`src/rtl/alm_pkg.sv`:
```
// Package: shared constants, register addresses and repeat-mode codes for
// the repeat-mode alarm comparator. Assumes byte-wide registers.
package alm_pkg;
    localparam int DATA_W = 8;
    localparam int ADDR_W = 3;
    localparam int RPT_W  = 4;
    localparam int SEC_W  = 7;
    localparam int MIN_W  = 7;
    localparam int HOUR_W = 6;
    localparam int DATE_W = 6;
    localparam int NALM   = 4;

    // bit positions software relies on
    localparam int RPT_BIT = 7;   // repeat bit in each alarm register
    localparam int AF_BIT  = 6;   // alarm flag in the flags register
    localparam int AFE_BIT = 7;   // flag enable in the control register
    localparam int ABE_BIT = 6;   // battery-mode enable in the control register

    typedef enum logic [ADDR_W-1:0] {
        RA_FLAGS = 3'd0,
        RA_ASEC  = 3'd1,
        RA_AMIN  = 3'd2,
        RA_AHOUR = 3'd3,
        RA_ADATE = 3'd4,
        RA_CTRL  = 3'd5,
        RA_IDLE  = 3'd7
    } reg_addr_e;

    // repeat code, written RPT4..RPT1
    typedef enum logic [RPT_W-1:0] {
        RPT_SECOND = 4'b1111,
        RPT_MINUTE = 4'b1110,
        RPT_HOUR   = 4'b1100,
        RPT_DAY    = 4'b1000,
        RPT_MONTH  = 4'b0000
    } rpt_code_e;
endpackage

```
`src/rtl/alm_regs.sv`:
```
// Module: alm_regs
// Holds the captured register address, the four alarm registers and the
// control bits, and drives the read-data mux. The flags register itself
// lives in alm_flags; its AF bit is brought in for the read mux.
// Assumes addresses 1..4 map to alarm registers 0..3 in order.
module alm_regs
    import alm_pkg::*;
#(
    parameter int DW = DATA_W,
    parameter int AW = ADDR_W
)(
    input  logic              clk,
    input  logic              rst_n,
    input  logic              addr_ld,
    input  logic [AW-1:0]     addr_in,
    input  logic              wr_en,
    input  logic [DW-1:0]     wdata,
    input  logic              af,
    output logic [AW-1:0]     addr_q,
    output logic [RPT_W-1:0]  rpt_code,
    output logic [SEC_W-1:0]  a_sec,
    output logic [MIN_W-1:0]  a_min,
    output logic [HOUR_W-1:0] a_hour,
    output logic [DATE_W-1:0] a_date,
    output logic              alarm_off,
    output logic              afe,
    output logic              abe,
    output logic [DW-1:0]     rdata
);
    localparam logic [AW-1:0] ADDR_RST = AW'(RA_IDLE);

    logic [DW-1:0] alm_q [NALM];

    // Address capture: addr_ld loads addr_in, reset parks on an unused slot.
    always_ff @(posedge clk) begin
        if (!rst_n)       addr_q <= ADDR_RST;
        else if (addr_ld) addr_q <= addr_in;
    end

    // One register per alarm field; the repeat bit is bit RPT_BIT of each.
    for (genvar i = 0; i < NALM; i++) begin : g_alm
        localparam logic [AW-1:0] MY_ADDR = AW'(i + 1);
        // Alarm register i: written when its address is captured.
        always_ff @(posedge clk) begin
            if (!rst_n)                          alm_q[i] <= '0;
            else if (wr_en && addr_q == MY_ADDR) alm_q[i] <= wdata;
        end
        assign rpt_code[i] = alm_q[i][RPT_BIT];
    end

    // Control register: flag enable and battery-mode enable.
    always_ff @(posedge clk) begin
        if (!rst_n) begin
            afe <= 1'b0;
            abe <= 1'b0;
        end else if (wr_en && addr_q == RA_CTRL) begin
            afe <= wdata[AFE_BIT];
            abe <= wdata[ABE_BIT];
        end
    end

    // Field slices for the comparator.
    assign a_sec     = alm_q[0][SEC_W-1:0];
    assign a_min     = alm_q[1][MIN_W-1:0];
    assign a_hour    = alm_q[2][HOUR_W-1:0];
    assign a_date    = alm_q[3][DATE_W-1:0];
    assign alarm_off = (rpt_code == RPT_MONTH) && (alm_q[3] == '0);

    // Read mux over the captured address.
    always_comb begin
        rdata = '0;
        case (addr_q)
            RA_FLAGS: rdata[AF_BIT] = af;
            RA_ASEC:  rdata = alm_q[0];
            RA_AMIN:  rdata = alm_q[1];
            RA_AHOUR: rdata = alm_q[2];
            RA_ADATE: rdata = alm_q[3];
            RA_CTRL: begin
                rdata[AFE_BIT] = afe;
                rdata[ABE_BIT] = abe;
            end
            default:  rdata = '0;
        endcase
    end

    // a reset cycle leaves control bits and alarm settings cleared
    a_r9_reset_clears_ctrl: assert property (@(posedge clk)
        !rst_n |=> (!afe && !abe && alarm_off && addr_q == ADDR_RST));
endmodule

```
`src/rtl/alm_match.sv`:
```
// Module: alm_match
// Decodes the four repeat bits into a compare mode and reports whether the
// current BCD time satisfies the alarm. Purely combinational; the clock is
// used only by the assertions. Assumes both sides use the same BCD coding.
module alm_match
    import alm_pkg::*;
(
    input  logic              clk,
    input  logic              rst_n,
    input  logic [RPT_W-1:0]  rpt_code,
    input  logic [SEC_W-1:0]  a_sec,
    input  logic [MIN_W-1:0]  a_min,
    input  logic [HOUR_W-1:0] a_hour,
    input  logic [DATE_W-1:0] a_date,
    input  logic              alarm_off,
    input  logic [SEC_W-1:0]  now_sec,
    input  logic [MIN_W-1:0]  now_min,
    input  logic [HOUR_W-1:0] now_hour,
    input  logic [DATE_W-1:0] now_date,
    output logic              hit
);
    logic sec_eq, min_eq, hour_eq, date_eq;
    logic known_code;

    // Per-field equality.
    always_comb begin
        sec_eq  = (a_sec  == now_sec);
        min_eq  = (a_min  == now_min);
        hour_eq = (a_hour == now_hour);
        date_eq = (a_date == now_date);
    end

    // Mode decode: undefined codes fall back to every-second.
    always_comb begin
        known_code = 1'b1;
        case (rpt_code)
            RPT_SECOND: hit = 1'b1;
            RPT_MINUTE: hit = sec_eq;
            RPT_HOUR:   hit = sec_eq && min_eq;
            RPT_DAY:    hit = sec_eq && min_eq && hour_eq;
            RPT_MONTH:  hit = sec_eq && min_eq && hour_eq && date_eq && !alarm_off;
            default: begin
                hit        = 1'b1;
                known_code = 1'b0;
            end
        endcase
    end

    // code 1111 matches on every evaluation
    a_r1_second_mode: assert property (@(posedge clk) disable iff (!rst_n)
        (rpt_code == 4'b1111) |-> hit);
    // codes outside the defined set act like once per second
    a_r4_fallback: assert property (@(posedge clk) disable iff (!rst_n)
        !known_code |-> hit);
    // a zero date register with all repeat bits clear never matches
    a_r10_disabled: assert property (@(posedge clk) disable iff (!rst_n)
        alarm_off |-> !hit);
endmodule

```
`src/rtl/alm_flags.sv`:
```
// Module: alm_flags
// Owns the alarm flag, the held-off match and the interrupt gating.
// A tick with a match sets AF, unless the flags address is captured, in
// which case the match waits until another address is captured. A read of
// the flags address clears AF. Assumes tick is a single-cycle pulse.
module alm_flags (
    input  logic clk,
    input  logic rst_n,
    input  logic tick,
    input  logic hit,
    input  logic at_flags,
    input  logic rd_en,
    input  logic afe,
    input  logic abe,
    input  logic on_battery,
    output logic af,
    output logic irq_n,
    output logic irq_oe
);
    logic af_q, pend_q, irq_act;

    // Flag and pending-match state.
    always_ff @(posedge clk) begin
        if (!rst_n) begin
            af_q   <= 1'b0;
            pend_q <= 1'b0;
        end else begin
            if (rd_en && at_flags) af_q <= 1'b0;
            if (tick && hit) begin
                if (at_flags) pend_q <= 1'b1;
                else          af_q   <= 1'b1;
            end
            if (pend_q && !at_flags) begin
                af_q   <= 1'b1;
                pend_q <= 1'b0;
            end
        end
    end

    // Interrupt gating: flag enable always, battery enable on backup power.
    assign irq_act = af_q && afe && (!on_battery || abe);
    assign irq_n   = !irq_act;
    assign irq_oe  = irq_act;
    assign af      = af_q;

    // a flags read leaves AF clear afterwards
    a_r6_read_clears: assert property (@(posedge clk) disable iff (!rst_n)
        (rd_en && at_flags) |=> !af_q);
    // AF cannot rise while the flags address stays captured
    a_r7_holdoff: assert property (@(posedge clk) disable iff (!rst_n)
        (at_flags && !af_q) |=> !af_q);
    // a held match posts once another address is captured
    a_r7_release: assert property (@(posedge clk) disable iff (!rst_n)
        (pend_q && !at_flags) |=> af_q);
    // the interrupt is never active without AF and AFE
    a_r5_irq_needs_af: assert property (@(posedge clk) disable iff (!rst_n)
        !irq_n |-> (af_q && afe));
    // on battery without ABE the interrupt stays released
    a_r8_battery_gate: assert property (@(posedge clk) disable iff (!rst_n)
        (on_battery && !abe) |-> (irq_n && !irq_oe));
endmodule

```
`src/rtl/alm_repeat_alarm.sv`:
```
// Module: alm_repeat_alarm (top)
// Repeat-mode alarm comparator: register port, comparator and flag logic.
// Assumes the time inputs are stable and valid whenever sec_tick is high.
module alm_repeat_alarm
    import alm_pkg::*;
#(
    parameter int DW = DATA_W,
    parameter int AW = ADDR_W
)(
    input  logic              clk,
    input  logic              rst_n,
    input  logic              sec_tick,
    input  logic [SEC_W-1:0]  now_sec,
    input  logic [MIN_W-1:0]  now_min,
    input  logic [HOUR_W-1:0] now_hour,
    input  logic [DATE_W-1:0] now_date,
    input  logic              on_battery,
    input  logic              addr_ld,
    input  logic [AW-1:0]     addr_in,
    input  logic              wr_en,
    input  logic              rd_en,
    input  logic [DW-1:0]     wdata,
    output logic [DW-1:0]     rdata,
    output logic              irq_n,
    output logic              irq_oe
);
    logic [AW-1:0]     addr_q;
    logic [RPT_W-1:0]  rpt_code;
    logic [SEC_W-1:0]  a_sec;
    logic [MIN_W-1:0]  a_min;
    logic [HOUR_W-1:0] a_hour;
    logic [DATE_W-1:0] a_date;
    logic              alarm_off, afe, abe, af, hit, at_flags;

    assign at_flags = (addr_q == RA_FLAGS);

    alm_regs #(.DW(DW), .AW(AW)) u_regs (
        .clk(clk), .rst_n(rst_n), .addr_ld(addr_ld), .addr_in(addr_in),
        .wr_en(wr_en), .wdata(wdata), .af(af), .addr_q(addr_q),
        .rpt_code(rpt_code), .a_sec(a_sec), .a_min(a_min), .a_hour(a_hour),
        .a_date(a_date), .alarm_off(alarm_off), .afe(afe), .abe(abe),
        .rdata(rdata)
    );

    alm_match u_match (
        .clk(clk), .rst_n(rst_n), .rpt_code(rpt_code), .a_sec(a_sec),
        .a_min(a_min), .a_hour(a_hour), .a_date(a_date),
        .alarm_off(alarm_off), .now_sec(now_sec), .now_min(now_min),
        .now_hour(now_hour), .now_date(now_date), .hit(hit)
    );

    alm_flags u_flags (
        .clk(clk), .rst_n(rst_n), .tick(sec_tick), .hit(hit),
        .at_flags(at_flags), .rd_en(rd_en), .afe(afe), .abe(abe),
        .on_battery(on_battery), .af(af), .irq_n(irq_n), .irq_oe(irq_oe)
    );
endmodule

```
`config.mk`:
```
export PLATFORM = sky130hd
export DESIGN_NAME = alm_repeat_alarm
export DESIGN_NICKNAME = d
export VERILOG_FILES = /design/src/rtl/alm_pkg.sv /design/src/rtl/alm_regs.sv /design/src/rtl/alm_match.sv /design/src/rtl/alm_flags.sv /design/src/rtl/alm_repeat_alarm.sv
export SDC_FILE = /design/constraint.sdc
export NUM_CORES = 1
export LEC_CHECK = 0
export BUFFER_PORTS_ARGS = -buffer_cell sky130_fd_sc_hd__buf_4
export CAP_MARGIN = 10
export CORE_MARGIN = 10
export CORE_UTILIZATION = 54
export DETAILED_ROUTE_END_ITERATION = 7
export PLACE_DENSITY = 0.92
export SLEW_MARGIN = 25
export SYNTH_ARGS = -nofsm -noshare
export SYNTH_HDL_FRONTEND = slang
export SYNTH_HIERARCHICAL = 1
export SYNTH_SLANG_ARGS = --single-unit
```
`constraint.sdc`:
```
create_clock -name clk -period 1.9 [get_ports clk]
set_input_delay 0.38 -clock clk [delete_from_list [all_inputs] [get_ports clk]]
set_output_delay 0.38 -clock clk [all_outputs]
set_load 0.03 [all_outputs]
```
==> summary.txt, run 1 <==
Clock tree
  • Bufs on Longest Clock Path: 2
  • CTS Buf Count: 5
  • CTS root buf: clkbuf_8
  • TritonCTS Sinks: 39
  • Reg clk slew, reported paths: 0.07 ns
  • CTS tree: built
  • H-tree Lvls: 2
  • Hold buffers post-CTS: 0
  • Worst skew pair latency: 0.30 ns

Timing
  • RSZ-0062 raised after global routing: yes
  • Slew at the pin with the worst max-slew slack: 0.528 ns
  • FMAX: 530 MHz
  • Relative slew margins: 64.6%
  • Tcrit/Tclk final: 99.3%
  • Number of hold violations in the final report: 0
  • Setup Skew: 0.00507 ns
  • Final setup margin: 0.0134 ns
  • # setup viols final: 0
  • Period minus WS final: 1.89 ns
  • Slew Limit Fails: 0

Synthesis
  • Netlist Area Pre-Place: 0.00234 mm^2
  • Largest family of logic cells by synthesized area: simple AND/OR/NAND/NOR gates
  • Syn. warnings: 6
  • Synthesized area per cell: 11.3 um^2
  • Number of synthesized register bits: 39
  • Post-Synth Simple-Gate Area: 20.8%
  • Mapped Cells: 207
  • Post-synthesis adder-cell area fraction: 0%
  • Synth Area in Compound Gates: 8.78%
  • XOR/XNOR Fraction of Synth Area: 9.74%
  • Net count after synthesis: 251
  • Distinct cells, synth: 43
  • Post-synthesis mux area share: 6.91%
  • Sequential share of the synthesized area: 47.1%

Global route
  • Global-route wire length before repair: 9750 um
  • Largest net degree at the start of global routing: 15
  • Overall Global Routing Usage: 16.8%
  • Initial antenna violation count: 0
  • Grt total ovfl: 0
  • Vias in the first global route: 1830

Placement
  • Final HPWL DP: 4850 um
  • # port buffers: 53
  • Worst Setup Slack post-DPL: 0.175 ns
  • Area after DPL: 0.00272 mm^2
  • RD Place Congestion: 0.839

Die
  • Num ports: 54
  • Chip Height: 85.8 um
  • Initial core utilization: 57.2%
  • Die W: 85.8 um
  • Core Rows: 23
  • Core Footprint: 0.00409 mm^2
  • Die Footprint: 0.00736 mm^2

Pwr
  • Worst VDD drop: 0.467 mV
  • Tot Pwr: 1.86 mW
  • PD cells: 656 mW/mm^2
  • Static Leak: 1.18 nW

Critical path
  • Reg2Reg Setup Slack: 0.16 ns
  • Req. time, crit path: 1.52 ns
  • Crit-path max FO: 11
  • CP startpoint kind: flop
  • CP arrival: 1.51 ns
  • Worst r2r src: u_regs/alm_q[3][1]
  • Crit. End Element: output pin
  • Kind of critical path: reg -> out
  • R2R depth: 8
  • R2r endpoint: u_flags/af

Outcome
  • Status: finished clean

Cells and area
  • Fill cell count: 303
  • Cell area after layout: 0.00284 mm^2
  • N_diodes: 0
  • Synth-to-Final Area Change: 21.4%
  • Sequential cell area: 0.00110 mm^2
  • Area of the multi-input gates: 0.00110 mm^2
  • Final core utilization: 69.4%
  • Nets: 301
  • Layout cells sized above 1: 34.1%

Route
  • Wire per inst: 19.9 um
  • Drt initial violations: 197
  • Via count: 1782
  • DRC: 0
  • Vias per Instance: 5.79
  • Post-Route WL: 6120 um
  • Pre-Repair DR Iteration Count: 4
  • Final ANT Viol Nets: 0

Run
  • Total of max-cap violations: 0

Hold path
  • Hold crit path type: in -> reg
  • Hold path depth: 3
  • Min-delay src: addr_in[2]
  • Worst hold endpoint: u_regs/addr_q[2]
worst max-delay path by stage:
| stage | slack (ns) | endpoint | from |
|---|---|---|---|
| final | 0.01 | rdata[6] | u_regs/addr_q[1] |
| after global routing | -0.05 | rdata[5] | u_regs/addr_q[1] |
| after CTS | -0.01 | rdata[6] | u_regs/addr_q[0] |
| after detailed placement | 0.18 | u_flags/af | now_sec[4] |
| after global placement | 0.26 | u_flags/af | u_regs/alm_q[3][4] |
| after floorplan | 0.13 | u_regs/alm_q[3][0] | u_regs/addr_q[0] |
layout make-up:
| cell class | instances | share of cell area [%] |
|---|---|---|
| tap | 50 | 2.20 |
| sequential | 39 | 38.9 |
| clock buffer | 6 | 2.56 |
| timing repair buffer | 63 | 16.8 |
| clock inverter | 2 | 0.441 |
| inverter | 3 | 0.397 |
| multi-input combinational | 145 | 38.7 |
Yosys cell counts, drive strengths merged:
cell	instances	area, um^2
xor2	8	70.1
and2	32	200
or3	1	6.26
nand3b	1	20.0
and2b	1	7.51
nand2	8	32.5
inv	3	11.3
nor2b	3	18.8
o21ai	4	20.0
nor2	5	26.3
a2bb2oi	1	8.76
o2bb2ai	1	8.76
a211oi	1	7.51
nand4b	1	8.76
buf	20	144
nor4	5	37.5
or2b	1	7.51
mux2i	15	150
o22ai	6	37.5
a21oi	3	15.0
o211ai	1	7.51
a22oi	5	37.5
xnor2	18	158
dfxtp	7	140
nand4	4	25.0
o221ai	1	8.76
nand2b	6	37.5
o211a	1	10.0
nor4b	1	23.8
a21boi	1	7.51
nand3	2	10.0
mux2	1	11.3
o22a	1	8.76
edfxtp	32	961
nor3	3	25.0
o31ai	3	27.5
layout by cell type, fill, tap and decap left out, drive strengths merged, types with 4 or more instances in the layout:
master  instances
o22ai           6
buf            63
xnor2          18
nor2            5
nand4           4
nand2b          6
mux2i          15
o21ai           4
a22oi           5
xor2            8
and2           32
edfxtp         32
clkbuf          6
nand2           8
dfxtp           7
nor4            5
registers in the layout (all words and copies together), names as in the netlist:
register	flops
u_flags/af	1
u_flags/pend_q	1
u_regs/abe	1
u_regs/addr_q	3
u_regs/afe	1
u_regs/alm_q	32
power by group:
group / total [mW] / internal, mW / switching (mW)
Clock: 0.554 / 0.256 / 0.297
Sequential: 0.999 / 0.961 / 0.0383
Combinational: 0.309 / 0.159 / 0.150
what timing repair did:
item	4_1_cts	5_1_grt
resized for setup	4	5
setup buffers	0	1
setup endpoints to repair	6	9
metrics by stage:
stage                     setup TNS (ns)  hold slack, ns  std cells
final                                  0           0.296        308
after global routing              -0.172           0.291        308
after CTS                        -0.0122           0.292        307
after detailed placement               0           0.479        299
after global placement                 0           0.451        299
after floorplan                        0           0.439        207
critical path, cell delays in order, from the launching register on:
cell	delay, ns
dfxtp_2	0.35
buf_4	0.19
or3_1	0.38
o221ai_1	0.09
buf_4	0.20
logic make-up after synthesis:
| kind of cell | count (synthesis) |
|---|---|
| xor+xnor | 26 |
| compound gates | 29 |
| buf+inv | 23 |
| mux | 16 |
| simple gates | 74 |
| flops | 39 |
metal layers:
layer  vias up  routed length (um)  track usage (%)
li1        836                   -                -
met4         0                 159             7.93
met2       104                2980             27.8
met3        14                 546             4.92
met5         -                   0                0
met1       828                2430             19.6
(Power assumes the default switching activity.)
==> run 2, diff against run 1 <==
ABC_AREA = 1   (was unset)
ABC_CLOCK_PERIOD_IN_PS = 1900   (was unset)
CORE_UTILIZATION = 30   (was 54)
PLACE_DENSITY = 0.61   (was 0.92)
==> summary.txt, run 2 <==
Synthesis
  • Ys async rst share: 0% (unchanged)
  • Sequential share of the synthesized area: 43.1% (-4.0 points)
  • Mapped Cells: 343 (+66%)
  • Top cell type's share of synthesized area: 37.6% (-3.5 points)
  • Distinct cells, synth: 25 (-42%)
  • Net count after synthesis: 387 (+54%)
  • Synthesized area per cell: 7.45 um^2 (-34%)
  • Syn. warnings: 6 (unchanged)
  • Number of synthesized register bits: 39 (unchanged)
  • Largest cells by area after synthesis: edfxtp_1 (38%), nand2_1 (12%), nor2_1 (9.5%)
  • Post-synth top area cell: edfxtp_1
  • Post-synth EDFFs: 32 (unchanged)
  • Leading cell type by number of instances after synthesis: nand2_1
  • Netlist Area Pre-Place: 0.00256 mm^2 (+9.4%)
  • Top FF cell, synth: edfxtp_1
  • Synth cell count leaders: nand2_1 (82), nor2_1 (65), inv_1 (60), edfxtp_1 (32), buf_4 (15)

Die
  • Core Footprint: 0.00826 mm^2 (+100%)
  • Initial core utilization: 31.0% (-26 points)
  • Num ports: 54 (unchanged)
  • Core Rows: 33 (+43%)
  • Die Footprint: 0.0126 mm^2 (+71%)
  • Die W: 112 um (+31%)
  • Chip Height: 112 um (+31%)

Clock tree
  • CTS tree: built
  • CTS root buf: clkbuf_8
  • Bufs on Longest Clock Path: 2 (unchanged)
  • Hold buffers post-CTS: 0 (unchanged)
  • Reg clk slew, reported paths: 0.08 ns (about the same)
  • Worst skew pair latency: 0.30 ns (about the same)
  • TritonCTS Sinks: 39 (unchanged)
  • H-tree Lvls: 2 (unchanged)
  • CTS Buf Count: 5 (unchanged)

Cells and area
  • Nets: 447 (+49%)
  • Layout cells sized above 1: 26.7% (-7.4 points)
  • Area of the multi-input gates: 0.00110 mm^2 (+0.34%)
  • Reg with most FFs: u_regs/alm_q
  • Most frequent cells in the layout: nand2_1 (81), buf_4 (70), nor2_1 (64)
  • N_diodes: 0 (unchanged)
  • Synth-to-Final Area Change: 27.7%
  • Number of flip-flops in the largest register: 32 (unchanged)
  • Most common cell after layout, fill and taps aside: nand2_1
  • Regs by FF count: u_regs/alm_q (32), u_regs/addr_q (3)
  • Sequential cell area: 0.00111 mm^2 (+0.68%)
  • Fill cell count: 898 (+200%)

Placement
  • RD Place Congestion: 0.895 (+6.7%)
  • Worst Setup Slack post-DPL: 0.170 ns (-0.00555 ns)
  • # port buffers: 53 (unchanged)
  • Final HPWL DP: 5730 um (+18%)

Timing
  • Tcrit/Tclk final: 98.4% (-0.93 points)
  • Final setup margin: 0.0311 ns (+0.0177 ns)
  • Relative slew margins: 77.0% (+12 points)
  • Slew at the pin with the worst max-slew slack: 0.344 ns (-0.184 ns)
  • Hold Slack: 0.297 ns (+0.00134 ns)
  • FMAX: 535 MHz (+0.95%)
  • # setup viols final: 0 (unchanged)
  • Number of hold violations in the final report: 0 (unchanged)
  • Slew Limit Fails: 0 (unchanged)
  • Post-route setup TNS: 0 ns (unchanged)
  • Period minus WS final: 1.87 ns (-0.0177 ns)
  • Setup Skew: 0.00758 ns (+0.00251 ns)

Route
  • Via count: 2278 (+28%)
  • DRC: 0 (unchanged)
  • Final ANT Viol Nets: 0 (unchanged)
  • Wire per inst: 14.0 um (-30%)
  • Pre-Repair DR Iteration Count: 5 (+1)
  • Drt initial violations: 100 (-49%)
  • Vias per Instance: 4.48 (-23%)
  • Post-Route WL: 7100 um (+16%)

Global route
  • Vias in the first global route: 2208 (+21%)
  • Initial antenna violation count: 0 (unchanged)
  • Grt total ovfl: 0 (unchanged)
  • Busiest grt layer: met2
  • GR Util met3: 2.77% (-2.2 points)
  • Overall Global Routing Usage: 10.7% (-6.1 points)
  • Met2 layer usage reported by global route: 17.7% (-10 points)
  • Met1 Resource Use GR: 13.2% (-6.4 points)
  • Largest net degree at the start of global routing: 16 (+1)
  • Global-route wire length before repair: 11000 um (+13%)

Pwr
  • Sw Ratio: 26.2% (+0.087 points)
  • Int Power: 1.51 mW (+9.5%)
  • Static Leak: 1.60 nW (+35%)
  • Clock Power Share: 33.2% (+3.5 points)
  • PD cells: 626 mW/mm^2 (-4.6%)
  • Worst VDD drop: 0.356 mV (-24%)
  • Combinational power share: 17.9% (+1.3 points)
  • Reg power frac: 48.9% (-4.8 points)
  • Switching power: 535 uW (+10%)

Critical path
  • Kind of critical path: reg -> out
  • CP arrival: 1.49 ns (-0.02 ns)
  • Crit. End Element: output pin
  • Crit-path max FO: 5 (-6)
  • Req. time, crit path: 1.52 ns (about the same)
  • CP startpoint kind: flop

Hold path
  • Hold crit path type: in -> reg

Run
  • Total of max-cap violations: 0 (unchanged)

Outcome
  • Status: finished clean
run 2: cell types whose count changed after synthesis, sizes merged, moves of 32 or more:
cell,previous run,this run
nor2,5,69
and2,32,0
nand2,8,85
inv,3,67
run 2: final timing paths:
kind | startpoint | to | slack (ns) | depth (start not counted)
setup reg to reg | u_regs/alm_q[3][3] | u_flags/af | 0.25 | 16
setup / recovery | u_regs/addr_q[0] | rdata[5] | 0.03 | 7
hold / removal | addr_in[0] | u_regs/addr_q[0] | 0.30 | 3
hold reg to reg | u_flags/pend_q | u_flags/pend_q | 0.46 | 2
run 2: repair_timing:
item,4_1_cts,5_1_grt
pin swaps,1,1
endpoints found under the setup margin,8,9
gates resized for setup,8,11
setup buffers,1,1
run 2: power by group through the flow:
stage | registers, mW | logic (mW) | clock network, mW
6_report | 0.999 | 0.366 | 0.677
4_1_cts | 1.00 | 0.361 | 0.681
3_5_place_dp | 1.02 | 0.356 | 0
3_3_place_gp | 1.02 | 0.350 | 0
2_1_floorplan | 1.00 | 0.210 | 0
5_1_grt | 1.00 | 0.405 | 0.712
run 2: final cells by class:
class                      instances  area share, %
inverter                          67           7.78
multi-input combinational        218           33.7
sequential                        39           34.1
timing repair buffer              72           17.1
clock buffer                       5           2.11
clock inverter                     3           1.19
tap                              105           4.03
run 2: worst max-delay path, stage by stage (launching register included):
cell and delay, ns:
dfxtp_4 0.37, nor2_4 0.12, nand2_2 0.09, buf_4 0.17, o21ai_0 0.15, inv_1 0.06
nand2_1 0.08, buf_4 0.16
run 2: layer usage:
layer	up-vias	part of all wire, %
li1	1169	-
met1	1027	44
met2	68	47
met3	14	6.7
met4	0	2.1
met5	-	0
run 2: stage by stage:
| step | power [mW] | util [%] | cells | area [um^2] |
|---|---|---|---|---|
| floorplan | 1.21 | - | 343 | 2560 |
| finish | 2.04 | 39.5 | 509 | 3260 |
| global route | 2.12 | 39.5 | 509 | 3260 |
| global placement | 1.37 | 37.2 | 499 | 3070 |
| CTS | 2.04 | 38.9 | 508 | 3210 |
| detailed placement | 1.37 | 37.2 | 499 | 3070 |
run 2: cell families after synthesis:
group,Yosys count,share of synthesized area (%)
AO/OA/AOI/OAI,14,3.08
XOR/XNOR,15,5.14
buffers and inverters,86,15.3
flip-flops,39,43.1
AND/OR/NAND/NOR,189,33.4
==> run 3, diff against run 2 <==
CORE_UTILIZATION = 55   (was 30)
PLACE_DENSITY = 0.92   (was 0.61)
==> summary.txt, run 3 (same netlist as run 2, synthesis figures left out) <==
Route
  • Via count: 2334 (+2.5%)
  • Pre-Repair DR Iteration Count: 5 (unchanged)
  • DRC: 0 (unchanged)
  • Wire per inst: 14.8 um (+6.0%)
  • Drt initial violations: 170 (+70%)
  • Vias per Instance: 5.15 (+15%)
  • Final ANT Viol Nets: 0 (unchanged)
  • Post-Route WL: 6700 um (-5.7%)

Timing
  • Tcrit/Tclk final: 97.9% (-0.51 points)
  • Period minus WS final: 1.86 ns (-0.00968 ns)
  • Slew Limit Fails: 0 (unchanged)
  • Number of hold violations in the final report: 0 (unchanged)
  • Hold Slack: 0.298 ns (+0.000624 ns)
  • Slew at the pin with the worst max-slew slack: 0.382 ns (+0.0376 ns)
  • Setup Skew: 0.00944 ns (+0.00187 ns)
  • Relative slew margins: 74.5% (-2.5 points)
  • # setup viols final: 0 (unchanged)
  • RSZ-0062 raised after global routing: yes
  • FMAX: 538 MHz (+0.52%)

Critical path
  • Worst r2r src: u_regs/alm_q[3][0]
  • Reg2Reg Setup Slack: 0.21 ns (-0.04 ns)
  • Kind of critical path: reg -> out
  • Buffers and inverters on the worst path: 2 (-1)
  • Slowest stage cell, crit path: dfxtp_4
  • Crit-path max FO: 6 (+1)
  • CP startpoint kind: flop
  • CP delay by family, top: simple AND/OR/NAND/NOR gates
  • Req. time, crit path: 1.52 ns (about the same)
  • Crit-path cells: nor2_2, nand2_2, o21ai_0, inv_1, nand2_1, buf_4
  • Critical path's largest stage delay: 0.36 ns (about the same)
  • CP arrival: 1.48 ns (about the same)
  • R2R depth: 16 (unchanged)
  • Crit. End Element: output pin
  • R2r endpoint: u_flags/af

Cells and area
  • Nets: 444 (-0.67%)
  • Regs by FF count: u_regs/alm_q (32), u_regs/addr_q (3)
  • Synth-to-Final Area Change: 22.9%
  • Number of flip-flops in the largest register: 32 (unchanged)
  • Sequential cell area: 0.00111 mm^2 (-0.45%)
  • Fill cell count: 363 (-60%)
  • Most frequent cells in the layout: nand2_1 (79), buf_4 (64), nor2_1 (63)
  • Most common cell after layout, fill and taps aside: nand2_1
  • Reg with most FFs: u_regs/alm_q
  • Layout cells sized above 1: 26.2% (-0.55 points)
  • N_diodes: 0 (unchanged)
  • Area of the multi-input gates: 0.00109 mm^2 (-0.80%)

Pwr
  • Static Leak: 1.56 nW (-2.2%)
  • Worst VDD drop: 0.417 mV (+17%)
  • Combinational power share: 18.9% (+1.0 points)
  • Switching power: 520 uW (-2.7%)
  • Reg power frac: 52.6% (+3.7 points)
  • Clock Power Share: 28.5% (-4.7 points)
  • Int Power: 1.38 mW (-8.4%)
  • Tot Pwr: 1.90 mW (-6.9%)
  • Sw Ratio: 27.4% (+1.2 points)
  • PD cells: 605 mW/mm^2 (-3.3%)

Clock tree
  • Worst skew pair latency: 0.30 ns (about the same)
  • TritonCTS Sinks: 39 (unchanged)
  • Reg clk slew, reported paths: 0.07 ns (about the same)
  • CTS Buf Count: 5 (unchanged)
  • CTS root buf: clkbuf_8
  • CTS tree: built
  • Hold buffers post-CTS: 0 (unchanged)
  • H-tree Lvls: 2 (unchanged)
  • Bufs on Longest Clock Path: 2 (unchanged)

Placement
  • RD Place Congestion: 1.00 (+12%)
  • Final HPWL DP: 5260 um (-8.1%)
  • # port buffers: 53 (unchanged)

Die
  • Die W: 88.2 um (-21%)
  • Initial core utilization: 57.9% (+27 points)
  • Die Footprint: 0.00777 mm^2 (-38%)
  • Core Rows: 24 (-27%)
  • Core Footprint: 0.00441 mm^2 (-47%)
  • Chip Height: 88.2 um (-21%)
  • Num ports: 54 (unchanged)

Hold path
  • Worst hold endpoint: u_regs/addr_q[1]
  • Hold crit path type: in -> reg
  • Min-delay src: addr_in[1]
  • Hold path depth: 3 (unchanged)

Global route
  • Global-route wire length before repair: 10500 um (-4.0%)
  • Overall Global Routing Usage: 17.6% (+6.8 points)
  • Grt total ovfl: 0 (unchanged)
  • Largest net degree at the start of global routing: 16 (unchanged)
  • Initial antenna violation count: 0 (unchanged)
  • Vias in the first global route: 2326 (+5.3%)

Run
  • Total of max-cap violations: 0 (unchanged)

Outcome
  • Status: finished clean
-- run 3: worst max path at each step --
stage	startpoint	end	slack, ns	cells after the start
floorplan	u_regs/addr_q[1]	u_regs/alm_q[3][0]	0.18	3
global placement	u_regs/alm_q[3][3]	u_flags/af	0.23	16
detailed placement	u_regs/alm_q[3][4]	u_flags/af	0.17	16
CTS	u_regs/addr_q[1]	rdata[4]	0.002	8
global route	u_regs/addr_q[0]	rdata[3]	-0.03	7
finish	u_regs/addr_q[0]	rdata[1]	0.04	6
-- run 3: cell type report --
class	instances	share of cell area [%]
Tap cell	52	2.07
Timing Repair Buffer	69	17.1
Inverter	67	8.25
Multi-Input combinational cell	218	34.8
Clock buffer	8	2.55
Sequential cell	39	35.3
-- run 3: power by group through the flow --
stage          combinational (mW)  sequential (mW)  clock (mW)
5_1_grt                     0.396             1.01       0.583
4_1_cts                     0.350            0.998       0.548
3_5_place_dp                0.345             1.02           0
2_1_floorplan               0.210             1.00           0
6_report                    0.360             1.00       0.541
3_3_place_gp                0.334             1.01           0
-- run 3: metrics by stage --
stage	util [%]	worst slack (ns)	cell area, um^2	TNS [ns]	instances
after global routing	71.1	-0.0321	3140	-0.0864	453
after floorplan	-	0.177	2560	0	343
after CTS	69.8	0.00155	3080	0	452
after global placement	67.5	0.227	2980	0	442
final	71.1	0.0408	3140	0	453
after detailed placement	67.5	0.168	2980	0	442
-- run 3: worst register-to-register path, stage by stage (launching register included) --
cell and delay (ns):
edfxtp_1 0.42, inv_1 0.11, nand3_1 0.10, nor3_2 0.23, nor3_4 0.05, nand2_1 0.07, nor2_1 0.04, nand2_1 0.06
nand2_1 0.05, nand3_1 0.06, nand2_1 0.05, nand2_1 0.05, nand2_1 0.05, nand2_1 0.07, nand2_1 0.05, nor2_1 0.08
nor2_1 0.05
-- run 3: timing repair --
item                       in CTS  in global routing
pin swaps                       2                  1
setup endpoints to repair       8                  9
gates resized for setup         4                 18
setup buffers                   2                  1
-- run 3: per-layer routing --
layer / track usage (%) / up-vias / wire [um]
li1: - / 1165 / -
met2: 30.7 / 122 / 3430
met3: 4.92 / 10 / 570
met1: 19.7 / 1037 / 2580
met5: 0 / - / 0
met4: 6.85 / 0 / 114
